**src/rtl/wdt_pkg.sv**
```systemverilog
package wdt_pkg;
    localparam logic [1:0] ADDR_CTRL   = 2'd0;
    localparam logic [1:0] ADDR_RELOAD = 2'd1;
    localparam logic [1:0] ADDR_COUNT  = 2'd2;

    localparam int unsigned CTRL_PRE_LSB = 8;
    localparam int unsigned CTRL_RUN     = 5;
    localparam int unsigned CTRL_SEL_LSB = 3;
    localparam int unsigned CTRL_IRQ     = 2;
    localparam int unsigned CTRL_RST     = 0;

    typedef enum logic {
        RP_IDLE  = 1'b0,
        RP_PULSE = 1'b1
    } rst_state_e;
endpackage

```
**src/rtl/wdt_prescale.sv**
```systemverilog
module wdt_prescale #(
    parameter int unsigned PRE_W         = 8,
    parameter int unsigned DIV_BASE_LOG2 = 4,
    localparam int unsigned SEL_N        = 4,
    localparam int unsigned DIV_W        = DIV_BASE_LOG2 + 3
) (
    input  logic             clk,
    input  logic             rst_n,
    input  logic             run,
    input  logic             restart,
    input  logic [PRE_W-1:0] presc,
    input  logic [1:0]       div_sel,
    output logic             tick
);
    logic [PRE_W-1:0] pre_cnt_q;
    logic [DIV_W-1:0] div_cnt_q;
    logic [DIV_W-1:0] div_last;
    logic [DIV_W-1:0] last_tab [SEL_N];
    logic             pre_pulse;
    logic             active;

    for (genvar g = 0; g < SEL_N; g++) begin : g_last
        assign last_tab[g] = DIV_W'((1 << (DIV_BASE_LOG2 + g)) - 1);
    end

    assign div_last  = last_tab[div_sel];
    assign active    = run && !restart;
    assign pre_pulse = active && (pre_cnt_q == presc);
    assign tick      = pre_pulse && (div_cnt_q == div_last);

    always_ff @(posedge clk or negedge rst_n) begin
        if (!rst_n) begin
            pre_cnt_q <= '0;
        end else if (!active || pre_pulse) begin
            pre_cnt_q <= '0;
        end else begin
            pre_cnt_q <= pre_cnt_q + PRE_W'(1);
        end
    end

    always_ff @(posedge clk or negedge rst_n) begin
        if (!rst_n) begin
            div_cnt_q <= '0;
        end else if (!active) begin
            div_cnt_q <= '0;
        end else if (pre_pulse) begin
            div_cnt_q <= (div_cnt_q == div_last) ? '0 : div_cnt_q + DIV_W'(1);
        end
    end

    AST_TICK_SINGLE: assert property (@(posedge clk) disable iff (!rst_n)
        tick |=> !tick);
endmodule

```
**src/rtl/wdt_counter.sv**
```systemverilog
module wdt_counter #(
    parameter int unsigned CNT_W    = 16,
    parameter logic [CNT_W-1:0] CNT_INIT = CNT_W'(16'h8000)
) (
    input  logic             clk,
    input  logic             rst_n,
    input  logic             tick,
    input  logic             load,
    input  logic [CNT_W-1:0] load_val,
    input  logic [CNT_W-1:0] reload,
    input  logic             irq_en,
    output logic [CNT_W-1:0] count,
    output logic             timeout,
    output logic             irq_o
);
    logic [CNT_W-1:0] count_q;
    logic             irq_q;

    assign timeout = tick && !load && (count_q == '0);
    assign count   = count_q;
    assign irq_o   = irq_q;

    always_ff @(posedge clk or negedge rst_n) begin
        if (!rst_n) begin
            count_q <= CNT_INIT;
        end else if (load) begin
            count_q <= load_val;
        end else if (tick) begin
            count_q <= (count_q == '0) ? reload : count_q - CNT_W'(1);
        end
    end

    always_ff @(posedge clk or negedge rst_n) begin
        if (!rst_n) begin
            irq_q <= 1'b0;
        end else begin
            irq_q <= timeout && irq_en;
        end
    end

    AST_DECREMENT: assert property (@(posedge clk) disable iff (!rst_n)
        (tick && !load && count_q != '0) |=> count_q == $past(count_q) - CNT_W'(1));
    AST_RELOAD: assert property (@(posedge clk) disable iff (!rst_n)
        timeout |=> count_q == $past(reload));
    AST_IRQ_SINGLE: assert property (@(posedge clk) disable iff (!rst_n)
        irq_q |=> !irq_q);
    AST_HOLD_IDLE: assert property (@(posedge clk) disable iff (!rst_n)
        (!tick && !load) |=> $stable(count_q));
endmodule

```
**src/rtl/wdt_rst_fsm.sv**
```systemverilog
module wdt_rst_fsm
    import wdt_pkg::*;
#(
    parameter int unsigned RST_CYCLES = 128,
    localparam int unsigned PC_W      = $clog2(RST_CYCLES)
) (
    input  logic clk,
    input  logic rst_n,
    input  logic trigger,
    output logic rst_o
);
    localparam logic [PC_W-1:0] LAST = PC_W'(RST_CYCLES - 1);

    rst_state_e      state_q, state_d;
    logic [PC_W-1:0] pcnt_q, pcnt_d;

    always_ff @(posedge clk or negedge rst_n) begin
        if (!rst_n) begin
            state_q <= RP_IDLE;
            pcnt_q  <= '0;
        end else begin
            state_q <= state_d;
            pcnt_q  <= pcnt_d;
        end
    end

    always_comb begin
        state_d = state_q;
        pcnt_d  = pcnt_q;
        unique case (state_q)
            RP_IDLE: begin
                pcnt_d = '0;
                if (trigger) begin
                    state_d = RP_PULSE;
                end
            end
            RP_PULSE: begin
                if (pcnt_q == LAST) begin
                    state_d = RP_IDLE;
                    pcnt_d  = '0;
                end else begin
                    pcnt_d = pcnt_q + PC_W'(1);
                end
            end
            default: begin
                state_d = RP_IDLE;
                pcnt_d  = '0;
            end
        endcase
    end

    always_comb begin
        rst_o = (state_q == RP_PULSE);
    end

    AST_PULSE_HOLD: assert property (@(posedge clk) disable iff (!rst_n)
        (state_q == RP_PULSE && pcnt_q != LAST) |=> rst_o);
    AST_PULSE_END: assert property (@(posedge clk) disable iff (!rst_n)
        $fell(rst_o) |-> $past(pcnt_q) == LAST);
    AST_NO_RETRIGGER: assert property (@(posedge clk) disable iff (!rst_n)
        (state_q == RP_PULSE && trigger && pcnt_q != LAST) |=> pcnt_q == $past(pcnt_q) + PC_W'(1));
    AST_START_CLEAR: assert property (@(posedge clk) disable iff (!rst_n)
        $rose(rst_o) |-> pcnt_q == '0);
endmodule

```
**src/rtl/wdt_timer.sv**
```systemverilog
module wdt_timer
    import wdt_pkg::*;
#(
    parameter int unsigned CNT_W         = 16,
    parameter int unsigned PRE_W         = 8,
    parameter int unsigned DIV_BASE_LOG2 = 4,
    parameter int unsigned RST_CYCLES    = 128,
    parameter logic [CNT_W-1:0] CNT_INIT = CNT_W'(16'h8000),
    parameter logic [PRE_W-1:0] PRE_INIT = PRE_W'(8'h80),
    parameter logic [1:0]       SEL_INIT = 2'd3
) (
    input  logic             clk,
    input  logic             rst_n,
    input  logic [1:0]       bus_addr,
    input  logic             bus_wr,
    input  logic [CNT_W-1:0] bus_wdata,
    output logic [CNT_W-1:0] bus_rdata,
    output logic             irq_o,
    output logic             wdt_rst_o
);
    logic [PRE_W-1:0] presc_q;
    logic             run_q;
    logic [1:0]       sel_q;
    logic             irq_en_q;
    logic             rst_en_q;
    logic [CNT_W-1:0] reload_q;
    logic [CNT_W-1:0] count;
    logic [CNT_W-1:0] ctrl_img;
    logic             ctrl_wr, reload_wr, count_wr, restart;
    logic             tick, timeout;
    logic             wdata_unused;

    assign ctrl_wr      = bus_wr && (bus_addr == ADDR_CTRL);
    assign reload_wr    = bus_wr && (bus_addr == ADDR_RELOAD);
    assign count_wr     = bus_wr && (bus_addr == ADDR_COUNT);
    assign restart      = ctrl_wr || count_wr;
    assign wdata_unused = ^{bus_wdata[7:6], bus_wdata[1]};

    always_ff @(posedge clk or negedge rst_n) begin
        if (!rst_n) begin
            presc_q  <= PRE_INIT;
            run_q    <= 1'b1;
            sel_q    <= SEL_INIT;
            irq_en_q <= 1'b0;
            rst_en_q <= 1'b1;
        end else if (ctrl_wr) begin
            presc_q  <= bus_wdata[CTRL_PRE_LSB +: PRE_W];
            run_q    <= bus_wdata[CTRL_RUN];
            sel_q    <= bus_wdata[CTRL_SEL_LSB +: 2];
            irq_en_q <= bus_wdata[CTRL_IRQ];
            rst_en_q <= bus_wdata[CTRL_RST];
        end
    end

    always_ff @(posedge clk or negedge rst_n) begin
        if (!rst_n) begin
            reload_q <= CNT_INIT;
        end else if (reload_wr) begin
            reload_q <= bus_wdata;
        end
    end

    always_comb begin
        ctrl_img = '0;
        ctrl_img[CTRL_PRE_LSB +: PRE_W] = presc_q;
        ctrl_img[CTRL_RUN]              = run_q;
        ctrl_img[CTRL_SEL_LSB +: 2]     = sel_q;
        ctrl_img[CTRL_IRQ]              = irq_en_q;
        ctrl_img[CTRL_RST]              = rst_en_q;
    end

    always_comb begin
        unique case (bus_addr)
            ADDR_CTRL:   bus_rdata = ctrl_img;
            ADDR_RELOAD: bus_rdata = reload_q;
            ADDR_COUNT:  bus_rdata = count;
            default:     bus_rdata = '0;
        endcase
    end

    wdt_prescale #(
        .PRE_W        (PRE_W),
        .DIV_BASE_LOG2(DIV_BASE_LOG2)
    ) u_prescale (
        .clk    (clk),
        .rst_n  (rst_n),
        .run    (run_q),
        .restart(restart),
        .presc  (presc_q),
        .div_sel(sel_q),
        .tick   (tick)
    );

    wdt_counter #(
        .CNT_W   (CNT_W),
        .CNT_INIT(CNT_INIT)
    ) u_counter (
        .clk     (clk),
        .rst_n   (rst_n),
        .tick    (tick),
        .load    (count_wr),
        .load_val(bus_wdata),
        .reload  (reload_q),
        .irq_en  (irq_en_q),
        .count   (count),
        .timeout (timeout),
        .irq_o   (irq_o)
    );

    wdt_rst_fsm #(
        .RST_CYCLES(RST_CYCLES)
    ) u_rst_fsm (
        .clk    (clk),
        .rst_n  (rst_n),
        .trigger(timeout && rst_en_q),
        .rst_o  (wdt_rst_o)
    );

    AST_STOPPED_NO_TICK: assert property (@(posedge clk) disable iff (!rst_n)
        (!run_q && !count_wr) |=> $stable(count));
    AST_NO_RST_DISABLED: assert property (@(posedge clk) disable iff (!rst_n)
        (!rst_en_q && !wdt_rst_o) |=> !wdt_rst_o);
    AST_NO_IRQ_DISABLED: assert property (@(posedge clk) disable iff (!rst_n)
        !irq_en_q |=> !irq_o);
endmodule

```
**config.mk**
```make
export PLATFORM = sky130hd
export DESIGN_NAME = wdt_timer
export DESIGN_NICKNAME = d
export VERILOG_FILES = /design/src/rtl/wdt_pkg.sv /design/src/rtl/wdt_prescale.sv /design/src/rtl/wdt_counter.sv /design/src/rtl/wdt_rst_fsm.sv /design/src/rtl/wdt_timer.sv
export SDC_FILE = /design/constraint.sdc
export NUM_CORES = 1
export LEC_CHECK = 0
export BUFFER_PORTS_ARGS = -buffer_cell sky130_fd_sc_hd__buf_2
export CORE_ASPECT_RATIO = 0.5
export CORE_MARGIN = 2
export CORE_UTILIZATION = 55
export DETAILED_ROUTE_END_ITERATION = 10
export GPL_TIMING_DRIVEN = 0
export PLACE_DENSITY = 0.75
export SYNTH_ARGS = -nofsm -noshare
export SYNTH_HDL_FRONTEND = slang
export SYNTH_SLANG_ARGS = --single-unit
export TNS_END_PERCENT = 20
```
**constraint.sdc**
```tcl
create_clock -name clk -period 3.1 [get_ports clk]
set_input_delay 0.155 -clock clk [delete_from_list [all_inputs] [get_ports clk]]
set_output_delay 0.155 -clock clk [all_outputs]
set_load 0.005 [all_outputs]
```
---- Yosys cells after proc, flatten, opt, wreduce, memory -nomap -nowiden ----
Index checks and enable logic that the tools add are counted.
operators by class
  $add $sub $neg .......................... 4
  $mul .................................... 0
  divide/modulo/power cells ............... 0
  $lt $le $gt $ge ......................... 1
  equal/unequal tests ..................... 6
  shift operators ......................... 0
  muxes and demuxes ....................... 16
  bitwise gates (word level) .............. 2
  reductions and logical operators ........ 18
operator list
  operator                                                                  number
  16-bit 2-to-1 mux                                                         3
  16-bit one-hot mux with 3 select lines                                    1
  7-bit 2-to-1 mux                                                          6
  16-bit logical NOT                                                        1
  16-bit by 1-bit subtractor with 16-bit output (second input constant)     1
  7-bit by 1-bit adder with 7-bit output (second input constant)            2
  7-bit binary-select mux with 2-bit select                                 1
  7-bit one-hot mux with 2 select lines                                     1
  1-bit logical AND                                                         10
  8-bit by 1-bit adder with 8-bit output (second input constant)            1
  8-bit equality test                                                       1
  8-bit 2-to-1 mux                                                          1
  7-bit equality test                                                       1
  7-bit equality test (second input constant)                               1
  3-bit greater-or-equal comparator (second input constant)                 1
  1-bit logical NOT                                                         3
  2-bit inverter with 3-bit output                                          1
  2-bit by 1-bit equality test with 1-bit output (second input constant)    1
  2-bit equality test (second input constant)                               1
  2-bit logical NOT                                                         1
  1-bit logical OR                                                          2
  1-bit 2-to-1 mux                                                          2
  2-bit by 1-bit inequality test with 1-bit output (second input constant)  1
  1-bit one-hot mux with 2 select lines                                     1
  2 further kinds                                                           2
word-level totals
  bits in registers ....................... 69
  latch bits .............................. 0
  memory bits (writable) .................. 0
  bits in read-only memories .............. 0
  bits of input ports ..................... 21
  output and inout bits ................... 18
  memories ................................ 0

---- Depth between registers and ports, before layout ----
  word-level depth ........................ 12
  gate-level depth with buffers ........... 9
  gate-level depth less buffers ........... 8

---- By module ----
A second synthesis with hierarchy kept.
unflattened totals
  cell total of the unflattened synthesis .. 403
  area, all modules ....................... 4,150.2 um^2
by module, submodules not included
  module        times used  cells each  area an instance (um^2)  sequential area each (um^2)
  wdt_timer     1           102         1,547.7                  733.2
  wdt_counter   1           173         1,398.8                  426.7
  wdt_prescale  1           96          857.1                    375.4
  wdt_rst_fsm   1           32          346.6                    200.2

---- Worst setup path before layout ----
Ideal clock, no wire load.
  path type ............................... reg-to-reg
  start point ............................. reg presc_q[7]
  end point ............................... reg u_counter.count_q[15], in the netlist u_counter.count[15]
  data arrival time ....................... 2,342 ps
  path slack .............................. 694 ps
  cell stages (with the launch flop) ...... 9
  path buffers ............................ 2
  clock period less this slack ............ 2,406 ps
  cells stage by stage .................... dfstp_2 xnor2_1 nand4_1 or2_1 clkbuf_2 or4_4 buf_6 or4_1 nand3_1
on the way
  cells in the longest elaborated chain, start to end .. 4
RTL lines
  item                          line                RTL
  start: declaration            wdt_timer.sv:21     logic [PRE_W-1:0] presc_q;
  start signal: assignment      wdt_timer.sv:47     presc_q <= bus_wdata[CTRL_PRE_LSB +: PRE_W];
  8-bit equality test           wdt_prescale.sv:28  assign pre_pulse = active && (pre_cnt_q == presc);
  1-bit logical AND             wdt_prescale.sv:28
  1-bit logical AND             wdt_prescale.sv:29  assign tick = pre_pulse && (div_cnt_q == div_last);
  2-bit nonzero test (no line)  -
  end signal: assignment        wdt_counter.sv:27   count_q <= load_val;
  end signal: assignment        wdt_counter.sv:29   count_q <= (count_q == '0) ? reload : count_q - CNT_W'(1);
  end: declaration              wdt_counter.sv:16   logic [CNT_W-1:0] count_q;
No other way between the ends.
A chain may end at the register's enable or synchronous reset.

---- Worst setup path in the final report ----
  start point ............................. reg presc_q[7]
  end point ............................... reg u_counter.count_q[8], in the netlist u_counter.count[8]
The elaborated chain is that of the path after synthesis.

==> impl_metrics.env <==
export IMPL_clock_sinks=69
export IMPL_worst_setup_path_type="register to register"
export IMPL_vias=3087
export IMPL_grt_pass1_vias=2967
export IMPL_powerDensity_mw_per_mm2=595
export IMPL_hold_depth=3
export IMPL_grt_antenna_before_repair=0
export IMPL_fin_worst_skew_ns=0.00516
export IMPL_status="completed"
export IMPL_critPathMaxFanout=8
export IMPL_drtIter0Drc=286
export IMPL_min_period_ns=2.95
export IMPL_path_delay_family="simple AND/OR/NAND/NOR gates"
export IMPL_regArea_mm2=0.00174
export IMPL_drt_vias_per_instance=5.91
export IMPL_syn_avg_cell_area_um2=10.1
export IMPL_ys_seq_elements=69
export IMPL_crit_slowest_cell="nor4_2"
export IMPL_setup_slack_ns=0.145
export IMPL_ys_warn_count=0
export IMPL_ys_async_sr_fraction=1.00
export IMPL_drc=0
export IMPL_rsz0062_at_grt="false"
export IMPL_finalHoldViolCount=0
export IMPL_synth_enable_flop_cells=0
export IMPL_final_nets=451
export IMPL_relSlewSlack=0.374
export IMPL_path_clk_slew_ns=0.05
export IMPL_cts_tree="done"
export IMPL_yosysUniqueCellTypes=52
export IMPL_finalSetupViolations=0
export IMPL_area_growth_synth_to_final_pct=16.0
export IMPL_p_leak_nw=1.90
export IMPL_timing_rr_start="presc_q[7]$_DFFE_PN1P_"
export IMPL_crit_arrival_ns=3.16
export IMPL_cpPeakStageDelay_ns=0.81
export IMPL_io_buffers=37
export IMPL_place_hpwl_mm=6.49
export IMPL_grt_usage=0.264
export IMPL_cts_max_level=3
export IMPL_ant_nets=0
export IMPL_pre_cts_slack_ns=0.238
export IMPL_n_fill_cell=547
export IMPL_die_width_um=121
export IMPL_place_gp_congestion=0.915
export IMPL_routedWlPerCell_um=17.7
export IMPL_crit_required_ns=3.31
export IMPL_worst_hold_slack_ns=0.0541
export IMPL_grt_overflow=0
export IMPL_syn_nets=402
export IMPL_r2r_end="u_counter.count[8]$_DFFE_PN0P_"
export IMPL_die_area_mm2=0.00760
export IMPL_cp_num_buf_inv=1
export IMPL_r2r_setup_slack_ns=0.15
export IMPL_yosysSeqAreaShare=0.459
export IMPL_peakVddDrop_mv=0.624
export IMPL_period_share=0.953
export IMPL_clock_path_buffers=2
export IMPL_drive_above_1_share=0.228
export IMPL_rows=21
export IMPL_insertedDiodeCount=0
export IMPL_rr_worst_depth=7
export IMPL_crit_path_start_kind="register"
export IMPL_routed_wl_mm=9.26
export IMPL_chipHeight_um=62.6
export IMPL_synth_top_flop_cell="dfrtp_1"
export IMPL_tightestPinTransition_ns=0.931
export IMPL_cts_root_buf="clkbuf_16"
export IMPL_ioPinCount=39
export IMPL_hold_path_endpoint="u_counter.count[15]$_DFFE_PN1P_"
export IMPL_netlist_instances=376
export IMPL_hold_path_class="input port to register"
export IMPL_syn_cell_area_mm2=0.00378
export IMPL_clk_insertion_delay_late_ns=0.33
export IMPL_multiInputGateArea_mm2=0.00192
export IMPL_path_cells="xnor2_1 > nand4_1 > or2_1 > clkbuf_2 > nor4_2 > nor2_1 > a221o_1"
export IMPL_cts_buffers=9
export IMPL_cts_setup_buffers=0
export IMPL_fmax_ghz=0.338
export IMPL_drtPass1Iterations=5
export IMPL_cp_end_kind="register"
export IMPL_grt_max_degree=70
export IMPL_setup_tns_final_ns=0
export IMPL_start_util=0.567
export IMPL_cap_violations=0
export IMPL_drv_slew=0
export IMPL_grt_pass1_wl_mm=15.2
export IMPL_core_area_mm2=0.00667
export IMPL_hold_start="bus_wdata[15]"
## metal layers
metal	vias up	track usage	wire length (um)
met2	96	0.391	4220
met5	-	0	0
li1	1447	-	-
met1	1534	0.367	4250
met4	0	0.0805	106
met3	10	0.0922	683
## state kept, by name (all words and copies together) (netlist names)
| name | cells |
|---|---|
| u_prescale.pre_cnt_q | 8 |
| run_q | 1 |
| rst_en_q | 1 |
| sel_q | 2 |
| reload_q | 16 |
| u_counter.count | 16 |
| presc_q | 8 |
| irq_en_q | 1 |
| u_rst_fsm.rst_o | 1 |
| u_counter.irq_o | 1 |
| u_rst_fsm.pcnt_q | 7 |
| u_prescale.div_cnt_q | 7 |
## synth_stat cells (2+ instances only)
| cell | instances | area share |
|---|---|---|
| or4_4 | 2 | 0.0060 |
| a221o_1 | 7 | 0.019 |
| nor2_1 | 35 | 0.035 |
| and3_1 | 4 | 0.0066 |
| clkbuf_1 | 15 | 0.015 |
| ha_1 | 5 | 0.017 |
| a22o_1 | 3 | 0.0069 |
| a31oi_1 | 2 | 0.0033 |
| mux2i_1 | 15 | 0.040 |
| o21ai_0 | 20 | 0.026 |
| o211ai_1 | 4 | 0.0079 |
| a211oi_1 | 7 | 0.014 |
| nand2b_1 | 2 | 0.0033 |
| xor2_1 | 11 | 0.025 |
| xnor2_1 | 23 | 0.053 |
| mux2_2 | 27 | 0.080 |
| buf_2 | 2 | 0.0026 |
| o22ai_1 | 4 | 0.0066 |
| nand4_1 | 2 | 0.0033 |
| and2_1 | 6 | 0.0099 |
| nand3_1 | 25 | 0.033 |
| dfstp_2 | 7 | 0.049 |
| a21oi_1 | 4 | 0.0053 |
| or4_1 | 4 | 0.0079 |
| inv_1 | 12 | 0.012 |
| nand2_1 | 33 | 0.033 |
| nor4_1 | 2 | 0.0033 |
| dfrtp_1 | 62 | 0.41 |
| nor3_1 | 6 | 0.0079 |
| o31a_1 | 2 | 0.0046 |
| nor2b_1 | 2 | 0.0033 |
## where the power goes
| group | switching (mW) | total, mW | internal (mW) |
|---|---|---|---|
| Sequential | 0.134 | 1.16 | 1.03 |
| Clock | 0.365 | 1.00 | 0.638 |
| Combinational | 0.227 | 0.447 | 0.221 |
| Total | 0.725 | 2.61 | 1.88 |
## through the flow
stage | instances | utilization | instance area (um^2) | power (mW)
after detailed placement | 505 | 0.612 | 4090 | 1.61
after global routing | 522 | 0.657 | 4390 | 2.74
after global placement | 505 | 0.612 | 4080 | 1.58
after CTS | 522 | 0.657 | 4390 | 2.62
final | 522 | 0.657 | 4390 | 2.61
after floorplan | 376 | - | 3780 | 1.44
## logic make-up after synthesis
family / Yosys count / share of synthesized area
AOI/OAI and AO/OA: 62 / 0.115
xor gates and xnor gates: 34 / 0.0787
adders and majority gates: 5 / 0.0165
buffers and inverters: 31 / 0.0337
DFF: 69 / 0.459
muxes: 42 / 0.120
and+or+nand+nor: 133 / 0.177
## layout by cell type, fill, tap and decap left out, types with 7 or more instances in the layout
cell / synthesis / final
a211oi_1: 7 / 7
a221o_1: 7 / 7
buf_2: 2 / 38
clkbuf_1: 15 / 16
clkbuf_16: 0 / 9
dfrtp_1: 62 / 62
dfstp_2: 7 / 7
inv_1: 12 / 12
mux2_2: 27 / 27
mux2i_1: 15 / 15
nand2_1: 33 / 33
nand3_1: 25 / 25
nor2_1: 35 / 35
o21ai_0: 20 / 20
xnor2_1: 23 / 23
xor2_1: 11 / 11
## worst register-to-register path, delay by kind of cell, from the launching register on
kind            cells  cell delay (ns)
simple gates        4             1.58
flops               1             0.57
compound gates      1             0.39
buf+inv             1             0.15
xor+xnor            1             0.12
## worst max-delay path by stage
stage / from / end / slack, ns / depth (start not counted)
global route: presc_q[7]$_DFFE_PN1P_ / u_counter.count[14]$_DFFE_PN0P_ / 0.04 / 7
global placement: presc_q[7]$_DFFE_PN1P_ / u_counter.count[11]$_DFFE_PN0P_ / 0.26 / 7
floorplan: presc_q[7]$_DFFE_PN1P_ / u_counter.count[15]$_DFFE_PN1P_ / 0.69 / 8
detailed placement: presc_q[7]$_DFFE_PN1P_ / u_counter.count[0]$_DFFE_PN0P_ / 0.24 / 7
finish: presc_q[7]$_DFFE_PN1P_ / u_counter.count[8]$_DFFE_PN0P_ / 0.15 / 7
CTS: presc_q[7]$_DFFE_PN1P_ / u_counter.count[9]$_DFFE_PN0P_ / 0.23 / 7
## cell type report
| cell class | count | area share |
|---|---|---|
| tap | 92 | 0.0262 |
| inverter | 12 | 0.0103 |
| clock inverter | 5 | 0.0114 |
| multi-input combinational | 276 | 0.437 |
| timing repair buffer | 38 | 0.0451 |
| sequential | 69 | 0.395 |
| buffer | 19 | 0.0188 |
| clock buffer | 11 | 0.0553 |
## what timing repair did
item,4_1_cts,5_1_grt
hold buffers,1,0
resized for setup,0,0
hold endpoints to repair,62,0
Power figures use the tool's default switching activity.
